===== src/rtl/irqsu_edge_det.sv =====
module irqsu_edge_det #(
  parameter int unsigned W = 8
) (
  input  logic         clk,
  input  logic         rst_n,
  input  logic [W-1:0] lvl_i,
  output logic [W-1:0] hist_o,
  output logic [W-1:0] rise_o
);
  genvar g;
  generate
    for (g = 0; g < W; g++) begin : g_bit
      logic hist_q;
      // history resets high so a flag already high at reset release is no edge
      always_ff @(posedge clk or negedge rst_n) begin
        if (!rst_n) hist_q <= 1'b1;
        else        hist_q <= lvl_i[g];
      end
      assign hist_o[g] = hist_q;
      assign rise_o[g] = lvl_i[g] & ~hist_q;
    end
  endgenerate
endmodule


===== src/rtl/irqsu_cause_bank.sv =====
module irqsu_cause_bank #(
  parameter int unsigned W = 8
) (
  input  logic         clk,
  input  logic         rst_n,
  input  logic [W-1:0] rise_i,
  input  logic [W-1:0] wipe_i,
  output logic [W-1:0] cause_o
);
  logic [W-1:0] cause_q;
  logic [W-1:0] cause_d;

  always_comb begin
    cause_d = (cause_q & ~wipe_i) | rise_i;  // a new edge wins over a clear
  end

  always_ff @(posedge clk or negedge rst_n) begin
    if (!rst_n) cause_q <= '0;
    else        cause_q <= cause_d;
  end

  assign cause_o = cause_q;
endmodule


===== src/rtl/irqsu_irq_gate.sv =====
module irqsu_irq_gate #(
  parameter int unsigned W = 8
) (
  input  logic         clk,
  input  logic         rst_n,
  input  logic         mask_we,
  input  logic [W-1:0] mask_bits,
  input  logic [W-1:0] cause_i,
  output logic [W-1:0] mask_o,
  output logic [W-1:0] pend_o,
  output logic         irq_o
);
  logic [W-1:0] mask_q;
  logic         irq_q;

  always_ff @(posedge clk or negedge rst_n) begin
    if (!rst_n)       mask_q <= '0;
    else if (mask_we) mask_q <= mask_bits;
  end

  assign pend_o = cause_i & mask_q;

  always_ff @(posedge clk or negedge rst_n) begin
    if (!rst_n) irq_q <= 1'b0;
    else        irq_q <= |pend_o;
  end

  assign mask_o = mask_q;
  assign irq_o  = irq_q;
endmodule


===== src/rtl/irqsu_top.sv =====
module irqsu_top #(
  parameter int unsigned NSRC = 8
) (
  input  logic            clk,
  input  logic            rst_n,
  input  logic [NSRC-1:0] status_i,
  input  logic            clr_we,
  input  logic [NSRC-1:0] clr_bits,
  input  logic            mask_we,
  input  logic [NSRC-1:0] mask_bits,
  output logic [NSRC-1:0] level_o,
  output logic [NSRC-1:0] cause_o,
  output logic [NSRC-1:0] mask_o,
  output logic            irq_o
);
  logic [NSRC-1:0] hist_w;
  logic [NSRC-1:0] rise_w;
  logic [NSRC-1:0] wipe_w;
  logic [NSRC-1:0] pend_w;

  assign wipe_w = clr_bits & {NSRC{clr_we}};

  irqsu_edge_det #(.W(NSRC)) u_edge (
    .clk(clk), .rst_n(rst_n), .lvl_i(status_i),
    .hist_o(hist_w), .rise_o(rise_w)
  );

  irqsu_cause_bank #(.W(NSRC)) u_cause (
    .clk(clk), .rst_n(rst_n), .rise_i(rise_w),
    .wipe_i(wipe_w), .cause_o(cause_o)
  );

  irqsu_irq_gate #(.W(NSRC)) u_gate (
    .clk(clk), .rst_n(rst_n), .mask_we(mask_we), .mask_bits(mask_bits),
    .cause_i(cause_o), .mask_o(mask_o), .pend_o(pend_w), .irq_o(irq_o)
  );

  assign level_o = hist_w;
endmodule


===== config.mk =====
export PLATFORM = sky130hd
export DESIGN_NAME = irqsu_top
export DESIGN_NICKNAME = d
export VERILOG_FILES = /design/src/rtl/irqsu_edge_det.sv /design/src/rtl/irqsu_cause_bank.sv /design/src/rtl/irqsu_irq_gate.sv /design/src/rtl/irqsu_top.sv
export SDC_FILE = /design/constraint.sdc
export NUM_CORES = 1
export LEC_CHECK = 0
export ABC_AREA = 1
export BUFFER_PORTS_ARGS = -buffer_cell sky130_fd_sc_hd__buf_4
export CELL_PAD_IN_SITES_DETAIL_PLACEMENT = 1
export CELL_PAD_IN_SITES_GLOBAL_PLACEMENT = 2
export CORE_MARGIN = 4
export CORE_UTILIZATION = 26
export DETAILED_ROUTE_END_ITERATION = 10
export PLACE_DENSITY = 0.92
export SLEW_MARGIN = 20
export SYNTH_ARGS = -nofsm -noshare
export SYNTH_HDL_FRONTEND = slang
export SYNTH_SLANG_ARGS = --single-unit

===== constraint.sdc =====
create_clock -name clk -period 1.6 [get_ports clk]
set_clock_uncertainty 0.2 [all_clocks]
set_input_delay 0.08 -clock clk [delete_from_list [all_inputs] [get_ports clk]]
set_output_delay 0.08 -clock clk [all_outputs]
set_load 0.005 [all_outputs]

Yosys cells after proc, flatten, opt, wreduce, memory -nomap -nowiden
Cells that the tools add are included.
{"block": "word_totals", "mem_bits_rw": 0, "latch_bits": 0, "wordCells": 33, "mem_bits_ro": 0, "out_inout_bits": 25, "memories": 0, "regBits": 25, "input_bits": 28}
{"block": "classes", "order_cmp": 0, "multipliers": 0, "n_eq_ne": 0, "n_bitwise": 21, "n_reduce_logical": 1, "n_addsub": 0, "shifts": 0, "div": 0, "muxes": 0}
{"operator": "AND 8 bit", "n": 3}
{"operator": "AND 1 bit", "n": 8}
{"operator": "NOT 1 bit", "n": 8}
{"operator": "NOT 8 bit", "n": 1}
{"operator": "OR 8 bit", "n": 1}
{"operator": "OR reduction 8 bit", "n": 1}

Depth between registers and ports, before layout
Gate-level depths: netlist of run 1.
{"block": "depth", "depth_word": 4, "depth_mapped": 4, "mapped_depth_nobuf": 4}

Cells and area by module
A second synthesis of run 1 with hierarchy kept.
{"block": "hier_totals", "hier_cells": 146, "area_unflattened_um2": 1158.6}
{"module": "irqsu_irq_gate", "seq_area_each_um2": 225.2, "area_each_um2": 422.9, "cells_each": 57, "n_inst": 1}
{"module": "irqsu_edge_det", "seq_area_each_um2": 210.2, "area_each_um2": 350.3, "cells_each": 32, "n_inst": 1}
{"module": "irqsu_cause_bank", "seq_area_each_um2": 200.2, "area_each_um2": 320.3, "cells_each": 40, "n_inst": 1}
{"module": "irqsu_top", "seq_area_each_um2": 0.0, "area_each_um2": 65.1, "cells_each": 17, "n_inst": 1}

Worst setup path after synthesis of run 1
No wires, ideal clock.
{"block": "synth_timing", "kind": "register -> register", "start": "register u_gate.mask_q[2] (netlist: u_gate.mask_o[2])", "end": "register u_gate.irq_q (netlist: u_gate.irq_o)", "path_slack_ns": 0.658, "setup_ns": 0.119, "t_arrival_ns": 0.623, "path_stages_with_launch": 5, "synth_period_minus_slack_ns": 0.942, "n_path_buf": 0, "required_ns": 1.281, "path_cell_list": "dfrtp_1 > nand2_1 > nand2_1 > nor2_1 > nand2_1"}
{"block": "synth_via", "elab_chain_len": 2}
{"item": "from (decl)", "line_no": "irqsu_irq_gate.sv:13", "source": "logic [W-1:0] mask_q;"}
{"item": "from (signal assigned)", "line_no": "irqsu_irq_gate.sv:18", "source": "else if (mask_we) mask_q <= mask_bits;"}
{"item": "AND 8 bit", "line_no": "irqsu_irq_gate.sv:21", "source": "assign pend_o = cause_i & mask_q;"}
{"item": "OR reduction 8 bit", "line_no": "irqsu_irq_gate.sv:25", "source": "else irq_q <= |pend_o;"}
{"item": "to (signal assigned)", "line_no": "irqsu_irq_gate.sv:25"}
{"item": "to (decl)", "line_no": "irqsu_irq_gate.sv:14", "source": "logic irq_q;"}
Every way passes these cells.
A chain may end at the register's enable or synchronous reset.

Worst setup path after layout of run 1
{"block": "layout_timing", "start": "input port clr_bits[1]", "end": "register u_cause.cause_q[1] (netlist: u_cause.cause_o[1])"}
{"block": "layout_via", "elab_chain_len": 4}
{"item": "from (decl)", "line_no": "irqsu_top.sv:8", "source": "input logic [NSRC-1:0] clr_bits,"}
{"item": "AND 8 bit", "line_no": "irqsu_top.sv:21", "source": "assign wipe_w = clr_bits & {NSRC{clr_we}};"}
{"item": "NOT 8 bit", "line_no": "irqsu_cause_bank.sv:14", "source": "cause_d = (cause_q & ~wipe_i) | rise_i;"}
{"item": "AND 8 bit", "line_no": "irqsu_cause_bank.sv:14"}
{"item": "OR 8 bit", "line_no": "irqsu_cause_bank.sv:14"}
{"item": "net u_cause.cause_d[1]", "line_no": "irqsu_cause_bank.sv:11", "source": "logic [W-1:0] cause_d;"}
{"item": "to (signal assigned)", "line_no": "irqsu_cause_bank.sv:19", "source": "else cause_q <= cause_d;"}
{"item": "to (decl)", "line_no": "irqsu_cause_bank.sv:10", "source": "logic [W-1:0] cause_q;"}
The timed path passes the listed nets, and every way through them passes these cells.

==> results_tabular.tex, run 1 <==
\begin{tabular}{lr}
\hline
Metric & Value \\
\hline
\multicolumn{2}{l}{\textbf{Power}} \\
Leakage component of the power & 0.910 nW \\
Power, Total & 1.45 mW \\
Maximum vdd drop & 0.324 mV \\
Total power per unit cell area & 784 nW/um2 \\
\multicolumn{2}{l}{\textbf{Clock network}} \\
Buffer cell driving the clock tree root & clkbuf\_8 \\
Clock insertion delay at the later pin of the skew report & 0.27 ns \\
Clock slew at reported path FFs & 0.09 ns \\
Clock H-tree levels & 1 \\
Setup Fix Bufs, Post-CTS & 0 \\
Sink count of the clock tree & 25 \\
TritonCTS clock tree & built \\
Maximum clock insertion buffer count & 2 \\
Number of buffers added by the clock tree synthesis step & 3 \\
\multicolumn{2}{l}{\textbf{Die}} \\
Die boundary height & 70.0 um \\
Std-Cell Core Area & 3690 um2 \\
Boundary pin count & 53 \\
Row count & 22 \\
Die outline area & 4900 um2 \\
Horizontal extent of the die & 70.0 um \\
Initial standard-cell utilization of the core & 27.1\% \\
\multicolumn{2}{l}{\textbf{Synth}} \\
Main combinational cell family by area after synthesis & simple AND/OR/NAND/NOR gates \\
Synthesized-area fraction occupied by xor and xnor cells & 0\% \\
Average instance area after synthesis & 9.42 um2 \\
Number of warning messages in the yosys log & 0 \\
Synthesized area & 998 um2 \\
Synth Area in Compound Gates & 8.02\% \\
Post-synthesis mux area share & 0\% \\
Synthesized-area fraction occupied by adder cells & 0\% \\
Post-synthesis sequential area ratio & 63.7\% \\
Post-Synthesis Cells & 106 \\
Yosys reg bits & 25 \\
Post-synthesis cell type count & 10 \\
Total nets after synthesis & 134 \\
Fraction of the mapped netlist area in simple logic gates & 14.7\% \\
\multicolumn{2}{l}{\textbf{STA}} \\
Relative slew slack & 78.6\% \\
Peak Freq & 649 MHz \\
Share of the cycle needed by the critical path after routing & 96.3\% \\
Final setup vio count & 0 \\
Final count of pins violating max slew & 0 \\
Clock period minus final worst setup slack & 1.54 ns \\
Final hold violation count & 0 \\
Setup Total Neg Slack & 0 ns \\
Worst slew pin tran & 0.321 ns \\
Unrepaired setup endpoints after global routing & no \\
\multicolumn{2}{l}{\textbf{Placed design}} \\
Count of input and output buffers & 52 \\
Instance count after placement with tap cells included & 196 \\
DP HPWL & 2210 um \\
Routability-driven placement congestion ratio & 0.682 \\
\multicolumn{2}{l}{\textbf{Global routing}} \\
Initial antenna violation count & 0 \\
Global-route wire length before repair & 5910 um \\
Number of global-route vias before repair & 1183 \\
Global-route congestion overflow total & 0 \\
Total Routing Usage GR & 15.3\% \\
Largest net degree at the start of global routing & 26 \\
\multicolumn{2}{l}{\textbf{Status}} \\
Run status & finished, final reports clean \\
\multicolumn{2}{l}{\textbf{Drt}} \\
Met3 Routed Length & 164 um \\
DRC violations left & 0 \\
DRC violation total after the first TritonRoute iteration & 10 \\
Metal1 wirelength & 1210 um \\
Routed wl met2 & 1940 um \\
Via count & 1008 \\
1st-pass router iterations & 2 \\
Highest routed metal layer & met4 \\
Post-detailed-route wirelength per cell & 14.1 um \\
Remaining antenna violation count after routing & 0 \\
Vias per cell & 4.17 \\
Total wire length & 3410 um \\
\multicolumn{2}{l}{\textbf{Setup path}} \\
Kind of start point of the critical path & primary input \\
Worst endpoint required time & 1.56 ns \\
Stage delay of the slowest cell on the critical path & 0.56 ns \\
Worst setup EP type & register \\
Library cell contributing the largest single delay on the critical path & dlygate4sd3\_1 \\
Arrival time at the worst endpoint & 1.50 ns \\
Dominant delay contributor by cell family on the critical path & buffers and inverters \\
Worst Path Class, Setup & primary input to register \\
Worst-path maximum fanout & 1 \\
Buf+Inv Stages, Crit Path & 3 \\
Crit-path cells & dlygate4sd3\_1 > buf\_4 > nand2\_1 > dlygate4sd3\_1 > nand2\_1 > o21ai\_1 \\
\multicolumn{2}{l}{\textbf{Cells and area}} \\
ANT cells & 0 \\
Finished Layout Cells & 242 \\
Leading cell types in the layout, fill and taps excluded & buf\_4 (51), dlygate4sd3\_1 (42), nand2\_1 (37), dfrtp\_1 (17), inv\_1 (16) \\
Layout cell share with drive strength beyond 1 & 33.0\% \\
Fill count & 443 \\
Synth-to-Final Area Change & 84.6\% \\
Most common library cell in the layout ignoring fill and taps & buf\_4 \\
Net count reported at finish & 223 \\
\multicolumn{2}{l}{\textbf{Flow run}} \\
Reported max-cap violation count & 0 \\
\multicolumn{2}{l}{\textbf{Min path}} \\
Path category of the worst min-delay check & primary input to asynchronous set/reset pin \\
\hline
\end{tabular}
==> per-stage QoR <==
step                area, um2  setup slack, ns  util, %  hold WS, ns
floorplan                 998            0.658        -       -0.416
global placement         1370            0.587     37.2       -0.205
detailed placement       1370            0.561     37.2       -0.196
CTS                      1840           0.0756     49.9       0.0459
global route             1840           0.0193     50.0       0.0598
finish                   1840           0.0588     50.0       0.0519
==> routing by layer <==
layer | track usage (%) | up-vias
met5 | 0 | -
met4 | 5.11 | 0
met1 | 15.5 | 484
met3 | 3.31 | 8
met2 | 30.3 | 29
li1 | - | 487
==> kinds of logic (layout without fill, tap and decap cells) <==
| family | count (synthesis) | after routing |
|---|---|---|
| compound gates | 16 | 16 |
| buf+inv | 26 | 114 |
| flops | 25 | 25 |
| simple gates | 39 | 39 |
==> synthesized netlist by cell type, drive strengths merged <==
library cell | instances | area [um2]
nand2 | 37 | 139
dfrtp | 17 | 425
inv | 16 | 60.1
o21ai | 16 | 80.1
buf | 10 | 76.3
dfstp | 8 | 210
nor2 | 2 | 7.51
==> registers in the layout, indices dropped and copies added, names as in the netlist <==
name,cells
u_cause.cause_o,8
u_edge.g_bit.hist_q,8
u_gate.irq_o,1
u_gate.mask_o,8
==> power by group <==
part	leakage (nW)	switching, mW	total [mW]	internal, mW
Clock	0.0255	0.202	0.377	0.174
Sequential	0.281	0.0458	0.740	0.695
Combinational	0.604	0.124	0.329	0.205
Total	0.910	0.372	1.45	1.07
==> layout make-up <==
type | instances | area, um2 | share of cell area (%)
well taps | 48 | 60.1 | 3.26
repair buffers | 94 | 815 | 44.2
clock inverters | 1 | 5.00 | 0.272
clock buffers | 3 | 41.3 | 2.24
inverters | 16 | 60.1 | 3.26
flip-flops and latches | 25 | 636 | 34.5
multi-input cells | 55 | 226 | 12.3
==> path summary, 6_finish.rpt <==
check	start	end	slack (ns)	depth (start not counted)
min reg2reg	u_edge.g_bit[5].hist_q	u_cause.cause_o[5]	0.32	1
max reg2reg	u_cause.cause_o[2]	u_gate.irq_o	0.51	4
max in group asynchronous	rst_n	u_edge.g_bit[5].hist_q	0.85	2
min	rst_n	u_gate.mask_o[3]	0.05	2
max	clr_bits[1]	u_cause.cause_o[1]	0.06	6
min in group clk	status_i[6]	u_edge.g_bit[6].hist_q	0.26	2
==> timing repair <==
action	in CTS	in global routing
endpoints found under the setup margin	0	1
hold buffers	42	0
hold endpoints to repair	49	0
gates resized for setup	0	2
Power figures use the tool's default switching activity.
==> run 2: changes to the inputs <==
--- a/config.mk
+++ b/config.mk
@@ -12,8 +12,9 @@
 export CORE_MARGIN = 4
 export CORE_UTILIZATION = 26
 export DETAILED_ROUTE_END_ITERATION = 10
-export PLACE_DENSITY = 0.92
+export PLACE_DENSITY = 0.91
 export SLEW_MARGIN = 20
 export SYNTH_ARGS = -nofsm -noshare
 export SYNTH_HDL_FRONTEND = slang
+export SYNTH_HIERARCHICAL = 1
 export SYNTH_SLANG_ARGS = --single-unit
==> results_tabular.tex, run 2 <==
\begin{tabular}{lr}
\hline
Metric & Value \\
\hline
\multicolumn{2}{l}{\textbf{Die}} \\
Horizontal extent of the die & 73.9 um (was 70.0 um) \\
Die outline area & 5460 um2 (was 4900 um2) \\
Initial standard-cell utilization of the core & 27.6\% (was 27.1\%) \\
Row count & 23 (was 22) \\
Std-Cell Core Area & 4090 um2 (was 3690 um2) \\
Die boundary height & 73.9 um (was 70.0 um) \\
Boundary pin count & 53 (unchanged) \\
\multicolumn{2}{l}{\textbf{Cells and area}} \\
Finished layout cell area & 1910 um2 (was 1840 um2) \\
ANT cells & 0 (unchanged) \\
Net count reported at finish & 248 (was 223) \\
Final core utilization & 46.6\% (was 50.0\%) \\
Finished Layout Cells & 269 (was 242) \\
Leading cell types in the layout, fill and taps excluded & buf\_4 (51), nand2\_1 (45), inv\_1 (40), dlygate4sd3\_1 (33), dfrtp\_1 (17) (was buf\_4 (51), dlygate4sd3\_1 (42), nand2\_1 (37), dfrtp\_1 (17), inv\_1 (16)) \\
Layout cell share with drive strength beyond 1 & 33.3\% (was 33.0\%) \\
Most common library cell in the layout ignoring fill and taps & buf\_4 (unchanged) \\
Synth-to-Final Area Change & 68.8\% (was 84.6\%) \\
\multicolumn{2}{l}{\textbf{Setup path}} \\
Crit-path cells & dlygate4sd3\_1 > buf\_4 > nand2\_1 > dlygate4sd3\_1 > o21ai\_0 (was dlygate4sd3\_1 > buf\_4 > nand2\_1 > dlygate4sd3\_1 > nand2\_1 > o21ai\_1) \\
Kind of start point of the critical path & primary input (unchanged) \\
Stage delay of the slowest cell on the critical path & 0.55 ns (was 0.56 ns) \\
Dominant delay contributor by cell family on the critical path & buffers and inverters (unchanged) \\
Worst setup EP type & register (unchanged) \\
Worst endpoint required time & 1.54 ns (was 1.56 ns) \\
Top cell by count, worst path & dlygate4sd3\_1 \\
Arrival time at the worst endpoint & 1.46 ns (was 1.50 ns) \\
Library cell contributing the largest single delay on the critical path & dlygate4sd3\_1 (unchanged) \\
Worst-path maximum fanout & 1 (unchanged) \\
Buf+Inv Stages, Crit Path & 3 (unchanged) \\
Worst Path Class, Setup & primary input to register (unchanged) \\
\multicolumn{2}{l}{\textbf{Clock network}} \\
Maximum clock insertion buffer count & 2 (unchanged) \\
Clock H-tree levels & 1 (unchanged) \\
TritonCTS clock tree & built (unchanged) \\
Number of buffers added by the clock tree synthesis step & 3 (unchanged) \\
Clock insertion delay at the later pin of the skew report & 0.27 ns (about the same) \\
Clock slew at reported path FFs & 0.09 ns (about the same) \\
Sink count of the clock tree & 25 (unchanged) \\
Buffer cell driving the clock tree root & clkbuf\_8 (unchanged) \\
Setup Fix Bufs, Post-CTS & 0 (unchanged) \\
\multicolumn{2}{l}{\textbf{Placed design}} \\
DP Worst Slack & 0.561 ns (about the same) \\
Instance count after placement with tap cells included & 230 (was 196) \\
Placed cell areas & 1510 um2 (was 1370 um2) \\
DP HPWL & 2130 um (was 2210 um) \\
Count of input and output buffers & 52 (unchanged) \\
Routability-driven placement congestion ratio & 0.712 (was 0.682) \\
\multicolumn{2}{l}{\textbf{Global routing}} \\
Met3 Track Usage GR & 3.28\% (was 3.31\%) \\
Largest net degree at the start of global routing & 26 (unchanged) \\
Initial antenna violation count & 0 (unchanged) \\
Global-route congestion overflow total & 0 (unchanged) \\
Total Routing Usage GR & 12.3\% (was 15.3\%) \\
Global-route wire length before repair & 5200 um (was 5910 um) \\
Routing usage on met1 & 14.4\% (was 15.5\%) \\
Number of global-route vias before repair & 1218 (was 1183) \\
M2 GR Usage & 22.0\% (was 30.3\%) \\
Gr busiest metal & met2 (unchanged) \\
\multicolumn{2}{l}{\textbf{Flow run}} \\
Reported max-cap violation count & 0 (unchanged) \\
\multicolumn{2}{l}{\textbf{Drt}} \\
Vias per cell & 3.96 (was 4.17) \\
DRC violation total after the first TritonRoute iteration & 35 (was 10) \\
Via count & 1065 (was 1008) \\
Remaining antenna violation count after routing & 0 (unchanged) \\
Total wire length & 3200 um (was 3410 um) \\
Post-detailed-route wirelength per cell & 11.9 um (was 14.1 um) \\
1st-pass router iterations & 4 (was 2) \\
DRC violations left & 0 (unchanged) \\
\multicolumn{2}{l}{\textbf{STA}} \\
Worst path setup slack after routing & 0.0775 ns (was 0.0588 ns) \\
Worst hold slack across all endpoints & 0.0217 ns (was 0.0519 ns) \\
Clock period minus final worst setup slack & 1.52 ns (was 1.54 ns) \\
Share of the cycle needed by the critical path after routing & 95.2\% (was 96.3\%) \\
Relative slew slack & 79.1\% (was 78.6\%) \\
Worst slew pin tran & 0.314 ns (was 0.321 ns) \\
Final count of pins violating max slew & 0 (unchanged) \\
Unrepaired setup endpoints after global routing & no (unchanged) \\
Final hold violation count & 0 (unchanged) \\
Peak Freq & 657 MHz (was 649 MHz) \\
Final setup vio count & 0 (unchanged) \\
Setup Total Neg Slack & 0 ns (unchanged) \\
\multicolumn{2}{l}{\textbf{Synth}} \\
Post-Synthesis Cells & 138 (was 106) \\
Synthesized area & 1130 um2 (was 998 um2) \\
Average instance area after synthesis & 8.18 um2 (was 9.42 um2) \\
Total nets after synthesis & 166 (was 134) \\
Number of warning messages in the yosys log & 6 (was 0) \\
\multicolumn{2}{l}{\textbf{Power}} \\
Sw frac & 25.8\% (was 25.7\%) \\
Maximum vdd drop & 0.303 mV (was 0.324 mV) \\
Total power per unit cell area & 757 nW/um2 (was 784 nW/um2) \\
Power share of the combinational group & 22.7\% (about the same) \\
Power, Total & 1.44 mW (was 1.45 mW) \\
Relative contribution of sequential cells to total power & 51.2\% (about the same) \\
Cell internal power dissipation & 1.07 mW (about the same) \\
Switching component of the power & 0.373 mW (was 0.372 mW) \\
Clk pwr share & 26.1\% (was 26.0\%) \\
Leakage component of the power & 1.04 nW (was 0.910 nW) \\
\multicolumn{2}{l}{\textbf{Min path}} \\
Path category of the worst min-delay check & primary input to register (was primary input to asynchronous set/reset pin) \\
\multicolumn{2}{l}{\textbf{Status}} \\
Run status & finished, final reports clean (unchanged) \\
\hline
\end{tabular}
-- run 2: final cells by class --
class,instances,area (um2)
clock buffer,3,41.3
fill,492,2180
timing repair buffer,87,742
sequential,25,636
tap,50,62.6
clock inverter,1,7.51
multi-input combinational,63,267
inverter,40,150
-- run 2: worst paths after layout --
check,from,to,slack [ns],depth (start not counted)
hold reg to reg,u_cause/cause_o[0],u_cause/cause_o[0],0.31,2
hold / removal,clr_we,u_cause/cause_o[6],0.02,6
max in group asynchronous,rst_n,u_edge/g_bit[5].hist_q,0.86,2
setup / recovery,mask_bits[0],u_gate/mask_o[0],0.08,5
min in group asynchronous,rst_n,u_cause/cause_o[2],0.04,2
setup reg to reg,u_gate/mask_o[0],u_gate/irq_o,0.57,4
-- run 2: worst reg2reg max path, delay by kind of cell (launching register included) --
kind,cells,cell delay [ns]
DFF,1,0.41
and+or+nand+nor,4,0.31
-- run 2: power groups by stage --
stage	clock network (mW)	registers, mW	logic [mW]
CTS	0.402	0.739	0.329
floorplan	0	0.746	0.0991
global route	0.423	0.748	0.372
detailed placement	0	0.750	0.264
finish	0.377	0.738	0.328
global placement	0	0.745	0.261
-- run 2: what timing repair did --
action,CTS,global route
hold buffers,34,0
gates resized for setup,0,2
setup endpoints to repair,0,5
hold endpoints to repair,49,0
-- run 2: layer usage --
metal,routed length [um],part of all wire [%],vias up
met3,231,7.2,2
met5,0,0,-
met4,20,0.63,0
li1,-,-,534
met1,1280,40,499
met2,1670,52,30
